<file path="config.mk">
export PLATFORM = sky130hd
export DESIGN_NAME = hostbus_bridge_mux
export DESIGN_NICKNAME = d
export VERILOG_FILES = /design/src/rtl/hbm_pkg.sv /design/src/rtl/hbm_addr_decode.sv /design/src/rtl/hbm_reset_pulse.sv /design/src/rtl/hbm_single_port.sv /design/src/rtl/hostbus_bridge_mux.sv
export SDC_FILE = /design/constraint.sdc
export NUM_CORES = 1
export LEC_CHECK = 0
export BUFFER_PORTS_ARGS = -buffer_cell sky130_fd_sc_hd__buf_2
export CORE_MARGIN = 4
export CORE_UTILIZATION = 50
export CTS_CLUSTER_SIZE = 20
export DETAILED_ROUTE_END_ITERATION = 6
export GPL_ROUTABILITY_DRIVEN = 1
export PLACE_DENSITY = 0.87
export SETUP_SLACK_MARGIN = 0.2
export SKIP_LAST_GASP = 1
export SLEW_MARGIN = 20
export SYNTH_ARGS = -nofsm -noshare
export SYNTH_HDL_FRONTEND = slang
export SYNTH_SLANG_ARGS = --single-unit
</file>
<file path="constraint.sdc">
create_clock -name clk -period 5.1 [get_ports clk]
set_clock_uncertainty 0.05 [all_clocks]
set_input_delay 1.02 -clock clk [delete_from_list [all_inputs] [get_ports clk]]
set_output_delay 1.02 -clock clk [all_outputs]
set_load 0.01 [all_outputs]
</file>
<file path="src/rtl/hbm_pkg.sv">
package hbm_pkg;

    localparam int unsigned SEL_W     = 2;
    localparam int unsigned NUM_PORTS = 1 << SEL_W;
    localparam int unsigned NUM_LINKS = NUM_PORTS - 1;

    typedef enum logic [1:0] {
        PIO_IDLE = 2'd0,
        PIO_BUSY = 2'd1,
        PIO_DONE = 2'd2
    } pio_state_e;

    typedef struct packed {
        logic [SEL_W-1:0] port;
        logic             reset_hit;
        logic             local_sel;
    } route_t;

    // A write fires at the highest offset, a read at offset zero.
    function automatic logic starts_xfer(input logic we, input logic at_first, input logic at_last);
        return we ? at_last : at_first;
    endfunction

endpackage

</file>
<file path="src/rtl/hbm_addr_decode.sv">
module hbm_addr_decode
    import hbm_pkg::*;
#(
    parameter int HOST_AW = 26,
    localparam int PORT_AW = HOST_AW - SEL_W
) (
    input  logic               valid,
    input  logic               we,
    input  logic [HOST_AW-1:0] addr,
    output route_t             route,
    output logic [NUM_LINKS-1:0] link_sel
);

    logic [SEL_W-1:0] port;
    logic             top_word;

    assign port     = addr[HOST_AW-1 -: SEL_W];
    assign top_word = &addr[PORT_AW-1:0];

    always_comb begin
        route.port      = port;
        route.reset_hit = valid && we && (port == '0) && top_word;
        route.local_sel = valid && (port == '0) && !route.reset_hit;
    end

    for (genvar i = 0; i < NUM_LINKS; i++) begin : g_link
        assign link_sel[i] = valid && (port == SEL_W'(i + 1));
    end

endmodule

</file>
<file path="src/rtl/hbm_reset_pulse.sv">
module hbm_reset_pulse #(
    parameter int RST_CYCLES = 16,
    localparam int CW = $clog2(RST_CYCLES + 1)
) (
    input  logic clk,
    input  logic rst,
    input  logic trigger,
    output logic pulse
);

    logic [CW-1:0] cnt_q;

    always_ff @(posedge clk) begin
        if (rst) begin
            cnt_q <= '0;
        end else if (trigger) begin
            cnt_q <= CW'(RST_CYCLES);
        end else if (cnt_q != '0) begin
            cnt_q <= cnt_q - 1'b1;
        end
    end

    assign pulse = (cnt_q != '0);

    // the pulse starts the cycle after the reserved write
    a_r3_pulse_starts: assert property (@(posedge clk) disable iff (rst)
        trigger |=> pulse) else $error("reset pulse did not start");

    // a new trigger reloads the full count
    a_r8_reload: assert property (@(posedge clk) disable iff (rst)
        trigger |=> (cnt_q == CW'(RST_CYCLES))) else $error("reset count not reloaded");

endmodule

</file>
<file path="src/rtl/hbm_single_port.sv">
module hbm_single_port
    import hbm_pkg::*;
#(
    parameter int PORT_AW    = 24,
    parameter int XFER_BYTES = 4,
    localparam int BEATS = XFER_BYTES / 2,
    localparam int LB    = $clog2(BEATS),
    localparam int IDXW  = (LB > 0) ? LB : 1,
    localparam int MM_DW = 8 * XFER_BYTES
) (
    input  logic               clk,
    input  logic               rst,
    input  logic               sel,
    input  logic               we,
    input  logic [PORT_AW-1:0] word_addr,
    input  logic [15:0]        wdata,
    output logic [15:0]        rdata,
    output logic               hold,
    output logic [PORT_AW:0]   mm_addr,
    output logic               mm_read,
    output logic               mm_write,
    output logic [MM_DW-1:0]   mm_wdata,
    input  logic [MM_DW-1:0]   mm_readdata,
    input  logic               mm_waitrequest
);

    localparam logic [IDXW-1:0] LAST = IDXW'(BEATS - 1);

    pio_state_e                 state_q;
    logic [BEATS-1:0][15:0]     wbuf_q;
    logic [BEATS-1:0][15:0]     rbuf_q;
    logic [PORT_AW-1:0]         base_q;
    logic                       we_q;
    logic [IDXW-1:0]            idx;
    logic [PORT_AW-1:0]         base;
    logic                       start;

    if (LB > 0) begin : g_idx
        assign idx = word_addr[IDXW-1:0];
    end else begin : g_noidx
        assign idx = '0;
    end

    assign base  = word_addr & ~PORT_AW'(BEATS - 1);
    assign start = sel && (state_q == PIO_IDLE) && starts_xfer(we, idx == '0, idx == LAST);

    always_ff @(posedge clk) begin
        if (rst) begin
            state_q <= PIO_IDLE;
            wbuf_q  <= '0;
            rbuf_q  <= '0;
            base_q  <= '0;
            we_q    <= 1'b0;
        end else begin
            case (state_q)
                PIO_IDLE: begin
                    if (sel && we) wbuf_q[idx] <= wdata;
                    if (start) begin
                        base_q  <= base;
                        we_q    <= we;
                        state_q <= PIO_BUSY;
                    end
                end
                PIO_BUSY: begin
                    if (!mm_waitrequest) begin
                        if (!we_q) rbuf_q <= mm_readdata;
                        state_q <= PIO_DONE;
                    end
                end
                default: state_q <= PIO_IDLE;
            endcase
        end
    end

    assign hold     = start || (state_q == PIO_BUSY);
    assign rdata    = rbuf_q[idx];
    assign mm_addr  = {base_q, 1'b0};
    assign mm_read  = (state_q == PIO_BUSY) && !we_q;
    assign mm_write = (state_q == PIO_BUSY) && we_q;
    assign mm_wdata = wbuf_q;

    // a stalled request is held unchanged
    a_r7_hold_stable: assert property (@(posedge clk) disable iff (rst)
        ((mm_read || mm_write) && mm_waitrequest) |=>
        ($stable(mm_addr) && $stable(mm_wdata) && $stable(mm_read) && $stable(mm_write)))
        else $error("request changed under waitrequest");

    // a write is issued only after the last-offset beat
    a_r4_write_after_last: assert property (@(posedge clk) disable iff (rst)
        $rose(mm_write) |-> $past(sel && we && (idx == LAST)))
        else $error("write issued before last beat");

    // one read per transaction, dropped once accepted
    a_r6_single_read: assert property (@(posedge clk) disable iff (rst)
        (mm_read && !mm_waitrequest) |=> !mm_read)
        else $error("read repeated");

endmodule

</file>
<file path="src/rtl/hostbus_bridge_mux.sv">
module hostbus_bridge_mux
    import hbm_pkg::*;
#(
    parameter int HOST_AW    = 26,
    parameter int XFER_BYTES = 4,
    parameter int RST_CYCLES = 16,
    localparam int PORT_AW = HOST_AW - SEL_W,
    localparam int MM_DW   = 8 * XFER_BYTES
) (
    input  logic                    clk,
    input  logic                    rst,
    input  logic                    host_valid,
    input  logic                    host_we,
    input  logic [HOST_AW-1:0]      host_addr,
    input  logic [15:0]             host_wdata,
    output logic [15:0]             host_rdata,
    output logic                    host_wait,
    output logic                    sys_rst,
    output logic [NUM_LINKS-1:0]    link_sel,
    output logic                    link_we,
    output logic [PORT_AW-1:0]      link_addr,
    output logic [15:0]             link_wdata,
    input  logic [16*NUM_LINKS-1:0] link_rdata,
    input  logic [NUM_LINKS-1:0]    link_wait,
    output logic [PORT_AW:0]        mm_addr,
    output logic                    mm_read,
    output logic                    mm_write,
    output logic [MM_DW-1:0]        mm_wdata,
    input  logic [MM_DW-1:0]        mm_readdata,
    input  logic                    mm_waitrequest
);

    route_t      route;
    logic [15:0] pio_rdata;
    logic        pio_hold;

    hbm_addr_decode #(.HOST_AW(HOST_AW)) u_decode (
        .valid    (host_valid),
        .we       (host_we),
        .addr     (host_addr),
        .route    (route),
        .link_sel (link_sel)
    );

    hbm_reset_pulse #(.RST_CYCLES(RST_CYCLES)) u_rstgen (
        .clk     (clk),
        .rst     (rst),
        .trigger (route.reset_hit),
        .pulse   (sys_rst)
    );

    hbm_single_port #(.PORT_AW(PORT_AW), .XFER_BYTES(XFER_BYTES)) u_pio (
        .clk            (clk),
        .rst            (rst),
        .sel            (route.local_sel),
        .we             (host_we),
        .word_addr      (host_addr[PORT_AW-1:0]),
        .wdata          (host_wdata),
        .rdata          (pio_rdata),
        .hold           (pio_hold),
        .mm_addr        (mm_addr),
        .mm_read        (mm_read),
        .mm_write       (mm_write),
        .mm_wdata       (mm_wdata),
        .mm_readdata    (mm_readdata),
        .mm_waitrequest (mm_waitrequest)
    );

    assign link_we    = host_we;
    assign link_addr  = host_addr[PORT_AW-1:0];
    assign link_wdata = host_wdata;

    always_comb begin
        host_wait  = route.local_sel && pio_hold;
        host_rdata = pio_rdata;
        for (int i = 0; i < NUM_LINKS; i++) begin
            if (link_sel[i]) begin
                host_wait  = link_wait[i];
                host_rdata = link_rdata[16*i +: 16];
            end
        end
    end

    // a port-0 access never selects an external link
    a_r2_local_no_link: assert property (@(posedge clk) disable iff (rst)
        (host_valid && (host_addr[HOST_AW-1 -: SEL_W] == '0)) |-> (link_sel == '0))
        else $error("link selected for port 0");

    // the reserved write completes at once and is not forwarded
    a_r3_reserved_nowait: assert property (@(posedge clk) disable iff (rst)
        route.reset_hit |-> (!host_wait && !mm_write))
        else $error("reserved write stalled or forwarded");

endmodule

</file>
After elaboration in Yosys (flattened, before gate mapping)
Index checks and enable logic that the tools add are counted.
{ "classes": {"n_mux": 17, "magnitude_cmp": 2, "bitwise": 3, "reduce_logical": 28, "add_sub_neg": 1, "n_eq_ne": 6} }
{ "ops": {"columns": ["op", "n"], "rows": [
  ["$mux W16", 6],
  ["$bwmux W32", 1],
  ["$reduce_and A24 Y1", 1],
  ["$demux W16 S1", 1],
  ["$logic_and A1 B1 Y1", 15],
  ["$mux W5", 2],
  ["$reduce_and A2 Y1", 3],
  ["$reduce_bool A5 Y1", 1],
  ["$sub A5 B1 Y5 const B", 1],
  ["$eq A2 B1 Y1 const B", 2],
  ["$eq A2 B2 Y1 const B", 2],
  ["$logic_not A2 Y1", 2],
  ["$mux W1", 4],
  ["$mux W2", 2],
  ["$pmux W2 S2", 1],
  ["$not A1 Y1", 3],
  ["$reduce_and A3 Y1", 1],
  ["$logic_not A1 Y1", 2],
  ["$lt A1 B2 Y1 const B", 1],
  ["$ne A2 B1 Y1 const B", 1],
  ["$ne A2 B2 Y1 const B", 1],
  ["$reduce_bool A2 Y1", 1],
  ["$reduce_or A2 Y1", 1],
  ["$ge A1 B1 Y1 const B", 1],
  ["$logic_or A1 B1 Y1", 1]
]} }
{ "word_totals": {"inputBits": 130, "word_cells": 66, "regBits": 95, "output_inout_bits": 121} }

Logic depth before layout (Yosys ltp)
{ "logic_depth": {"depth_word": 12, "depth_mapped": 7, "mapped_depth_nobuf": 6} }

Hierarchy
From an unflattened synthesis, not the netlist that was laid out.
{ "hier_totals": {"cells_unflattened": 547, "area_unflattened_um2": 5061.1} }
{ "modules_own_cells": {"columns": ["module", "area_each_um2", "seq_area_each_um2", "instances", "cells_per_inst"], "rows": [
  ["hbm_single_port", 3837.4, 1801.7, 1, 402],
  ["hostbus_bridge_mux", 875.8, 0.0, 1, 103],
  ["hbm_reset_pulse", 222.7, 100.1, 1, 24],
  ["hbm_addr_decode", 125.1, 0.0, 1, 18]
]} }

Worst setup path after synthesis
OpenSTA, ideal clock, no wires.
{ "synth_timing": {"kind": "input to output", "start": "in host_addr[24]", "end": "out host_wait", "t_arrival_ns": 2.274, "path_buffers": 1, "path_stages": 5, "path_slack_ns": 1.756, "t_required_ns": 4.030, "cell_sequence": "clkbuf_1 -> or3b_1 -> nor4_4 -> nand2_1 -> a32o_1"} }
{ "synth_via": {"elab_chain_cells": 12, "elab_cells_between_ends": 19, "cone_classes": "eq/ne: 3; mux: 3; reduce/logical: 13"} }
{ "synth_lines": {"columns": ["item", "line_no", "rtl"], "rows": [
  ["start, declared", "hostbus_bridge_mux.sv:14", "input logic [HOST_AW-1:0] host_addr,"],
  ["$logic_not A2 Y1", "hbm_addr_decode.sv:22, hbm_addr_decode.sv:23", null],
  ["$logic_and A1 B1 Y1 (2 in series)", "hbm_addr_decode.sv:22", "route.reset_hit = valid && we && (port == '0) && top_word;"],
  ["$logic_not A1 Y1", "hbm_addr_decode.sv:23", "route.local_sel = valid && (port == '0) && !route.reset_hit;"],
  ["$logic_and A1 B1 Y1", "hbm_addr_decode.sv:23", null],
  ["$logic_and A1 B1 Y1 (2 in series)", "hbm_single_port.sv:45", "assign start = sel && (state_q == PIO_IDLE) && starts_xfer(we, idx == '0, idx == LAST);"],
  ["$logic_or A1 B1 Y1", "hbm_single_port.sv:75", "assign hold = start || (state_q == PIO_BUSY);"],
  ["$logic_and A1 B1 Y1", "hostbus_bridge_mux.sv:74", "host_wait = route.local_sel && pio_hold;"],
  ["$mux W1 (2 in series)", "hostbus_bridge_mux.sv:77", "if (link_sel[i]) begin"],
  ["$mux W1 *", "hostbus_bridge_mux.sv:77", null],
  ["end, declared", "hostbus_bridge_mux.sv:17", "output logic host_wait,"]
]} }
Mark *: on every way between the ends. The rest lies on a longest branch, timed or not.

Worst setup path after layout
Same ends and word-level chain as after synthesis.

==> impl_metrics.json <==
{
  "synthCells": 570,
  "fmax_mhz": 262,
  "gr-usage-met3_pct": 4.64,
  "cts_root_buf": "clkbuf_8",
  "post-route-period-util_pct": 75.0,
  "port_buffers": 248,
  "cts.clk_slew.worst_paths_ns": 0.08,
  "ys_top_cells_by_area": "dfxtp_1, mux2i_1, nand2b_1",
  "fin_tns_setup_ns": 0,
  "drtPass1Iterations": 6,
  "cp_top_family": "simple AND/OR/NAND/NOR gates",
  "yosysSeqAreaShare_pct": 38.7,
  "grt_most_used_layer": "met2",
  "grt_pass1_wl_mm": 20.5,
  "hpwlAfterDp_mm": 10.3,
  "synth_top_area_cell": "dfxtp_1",
  "nets": 886,
  "path_buf_inv": 2,
  "p_leak_nw": 2.95,
  "area_growth_pct": 24.0,
  "dr_total_vias": 4483,
  "end_kind": "output pin",
  "globalplace.congestion": 0.938,
  "cp.required_ns": 4.03,
  "critPathMaxFanout": 24,
  "async_reset_ff_share_pct": 0,
  "worstSetupStartpointType": "primary input",
  "grt_max_degree": 96,
  "p_per_area_nw_per_um2": 271,
  "pre_cts_ws_ns": 1.29,
  "first_global_vias": 4370,
  "finalSetupViolations": 0,
  "core_region_area_um2": 9420,
  "ys_types": 36,
  "cap_violations": 0,
  "synth_top_area_share_pct": 38.7,
  "worstSetupPathType": "in -> out",
  "synth_edf_count": 0,
  "routedWlPerCell_um": 14.7,
  "critPathSlowestCell": "or3b_1",
  "netlist_area_um2": 4920,
  "cts_resized": 0,
  "crit_arrival_ns": 2.75,
  "crit_chain": "buf_2 -> or3b_1 -> nor4_4 -> nand2_1 -> a32o_1 -> buf_2",
  "hold_viol_final": 0,
  "fin_crit_ns": 3.82,
  "antenna_found_initial": 1,
  "clock_path_buffers": 2,
  "final_layout_size_suffix_gt1_share_pct": 36.1,
  "status": "finished, final reports clean",
  "rsz0062_at_grt": "no",
  "drc": 0,
  "die_h_um": 107,
  "die_x_um": 107,
  "yosysWarnings": 0,
  "hold_buffers": 0,
  "core.rowCount": 35,
  "cts_num_sinks": 95,
  "post_cts_buffers": 0,
  "cts_tree": "yes",
  "worstMarginPinSlew_ns": 1.00,
  "post-route-util_pct": 64.8,
  "drt-initial-drc-count": 220,
  "worstSkewPairLatency_ns": 0.35,
  "met2_usage_pct": 38.3,
  "synth_ff_type": "dfxtp_1",
  "routed_wirelength_mm": 13.1,
  "drt.antenna.violating_nets": 0,
  "overflow": 0,
  "hold_ws_ns": 0.407,
  "htreeDepth": 3,
  "grtUsageTotal_pct": 21.8,
  "hold_class": "reg -> reg",
  "via_per_inst": 5.05,
  "max_stage_delay_ns": 0.49,
  "pin_count": 251,
  "ir_worst_vdd_mv": 0.220,
  "power_mw": 1.65,
  "slew_headroom_pct": 33.2,
  "cpMostUsedCell": "buf_2",
  "fin_ws_ns": 1.28,
  "syn_area_per_cell_um2": 8.63,
  "dieArea_um2": 11500,
  "initial_core_util_pct": 52.2,
  "grt_util_met1_pct": 25.6,
  "ys_ff_latch": 95,
  "numCtsBuffers": 9,
  "slew_viol_final": 0
}
metal layers:
layer	part of all wire [%]	routed length, um
met1	40	5250
met3	6.6	857
met2	51	6690
met4	2.0	263
met5	0	0
report_power, final:
group | internal [mW] | switching (mW)
Combinational | 0.157 | 0.179
Clock | 0.273 | 0.248
Sequential | 0.772 | 0.0222
final timing paths:
path	start	to	slack [ns]	depth (start not counted)
worst min register to register	u_pio.rbuf_q[2]	u_pio.rbuf_q[2]	0.41	2
worst max register to register	u_rstgen.cnt_q[0]	u_rstgen.cnt_q[1]	3.08	5
worst min-delay path	u_pio.rbuf_q[2]	u_pio.rbuf_q[2]	0.41	2
worst max-delay path	host_addr[24]	host_wait	1.28	6
cell families after synthesis:
kind of cell             synth area share, %
AND/OR/NAND/NOR                         22.6
flip-flops                              38.7
multiplexers                            18.1
buffers and inverters                   10.4
AO/OA/AOI/OAI                           8.93
XOR/XNOR                               0.712
adder cells (fa/ha/maj)                0.509
other                                 0.0762
synth_stat cells, types with 2 or more instances:
cell       n
dfxtp_1   95
mux2i_1   88
nand2_1   87
nand2b_1  80
buf_4     43
a21oi_1   34
clkbuf_1  28
nor2_1    25
o21ai_0   19
o211ai_1  16
inv_1      6
nand4_1    6
buf_2      4
nor3_1     4
xnor2_1    4
and3_1     3
buf_6      3
a21oi_2    2
buf_1      2
ha_1       2
nand3_1    2
nand4b_1   2
nor4_1     2
placed cells by master, fill, tap and decap left out, types with 2 or more instances in the layout:
master	netlist	final
a21oi_4	0	2
inv_1	6	6
o211ai_1	16	16
dfxtp_1	95	95
nor3_1	4	3
conb_1	1	2
nand4b_1	2	2
clkinv_2	0	2
clkbuf_8	0	9
xnor2_1	4	4
nand2_1	87	87
buf_4	43	5
buf_2	4	247
nand2b_1	80	80
nor4_1	2	2
and3_1	3	3
nor2_1	25	25
bufinv_16	0	2
ha_1	2	2
nand4_1	6	6
nand3_1	2	2
o21ai_0	19	19
a21oi_1	34	34
mux2i_1	88	88
sequential cells by signal, indices dropped and copies added, names as in the netlist:
signal          cells
u_pio.rbuf_q       32
u_pio.state_q       2
u_pio.base_q       23
u_pio.we_q          1
u_pio.mm_wdata     32
u_rstgen.cnt_q      5
cell type report:
class	count	area, um^2
diodes	1	2.50
clock buffers	9	124
clock inverters	6	86.3
fillers	802	3310
inverters	6	22.5
multi-input cells	390	2530
flip-flops and latches	95	1900
well taps	129	161
repair buffers	252	1270
worst register-to-register path: cells and delay by family, from the launching register on:
family          cells  cell delay [ns]
simple gates        1             0.65
compound gates      1             0.42
buf+inv             2             0.27
fa+ha+maj           1             0.19
flops               1             0.33
per-stage QoR:
step,cell area [um^2],std cells
2_1_floorplan,4920,571
3_3_place_gp,5880,872
3_5_place_dp,5890,872
4_1_cts,6100,887
5_1_grt,6100,888
6_report,6100,888
(Power assumes the default switching activity.)
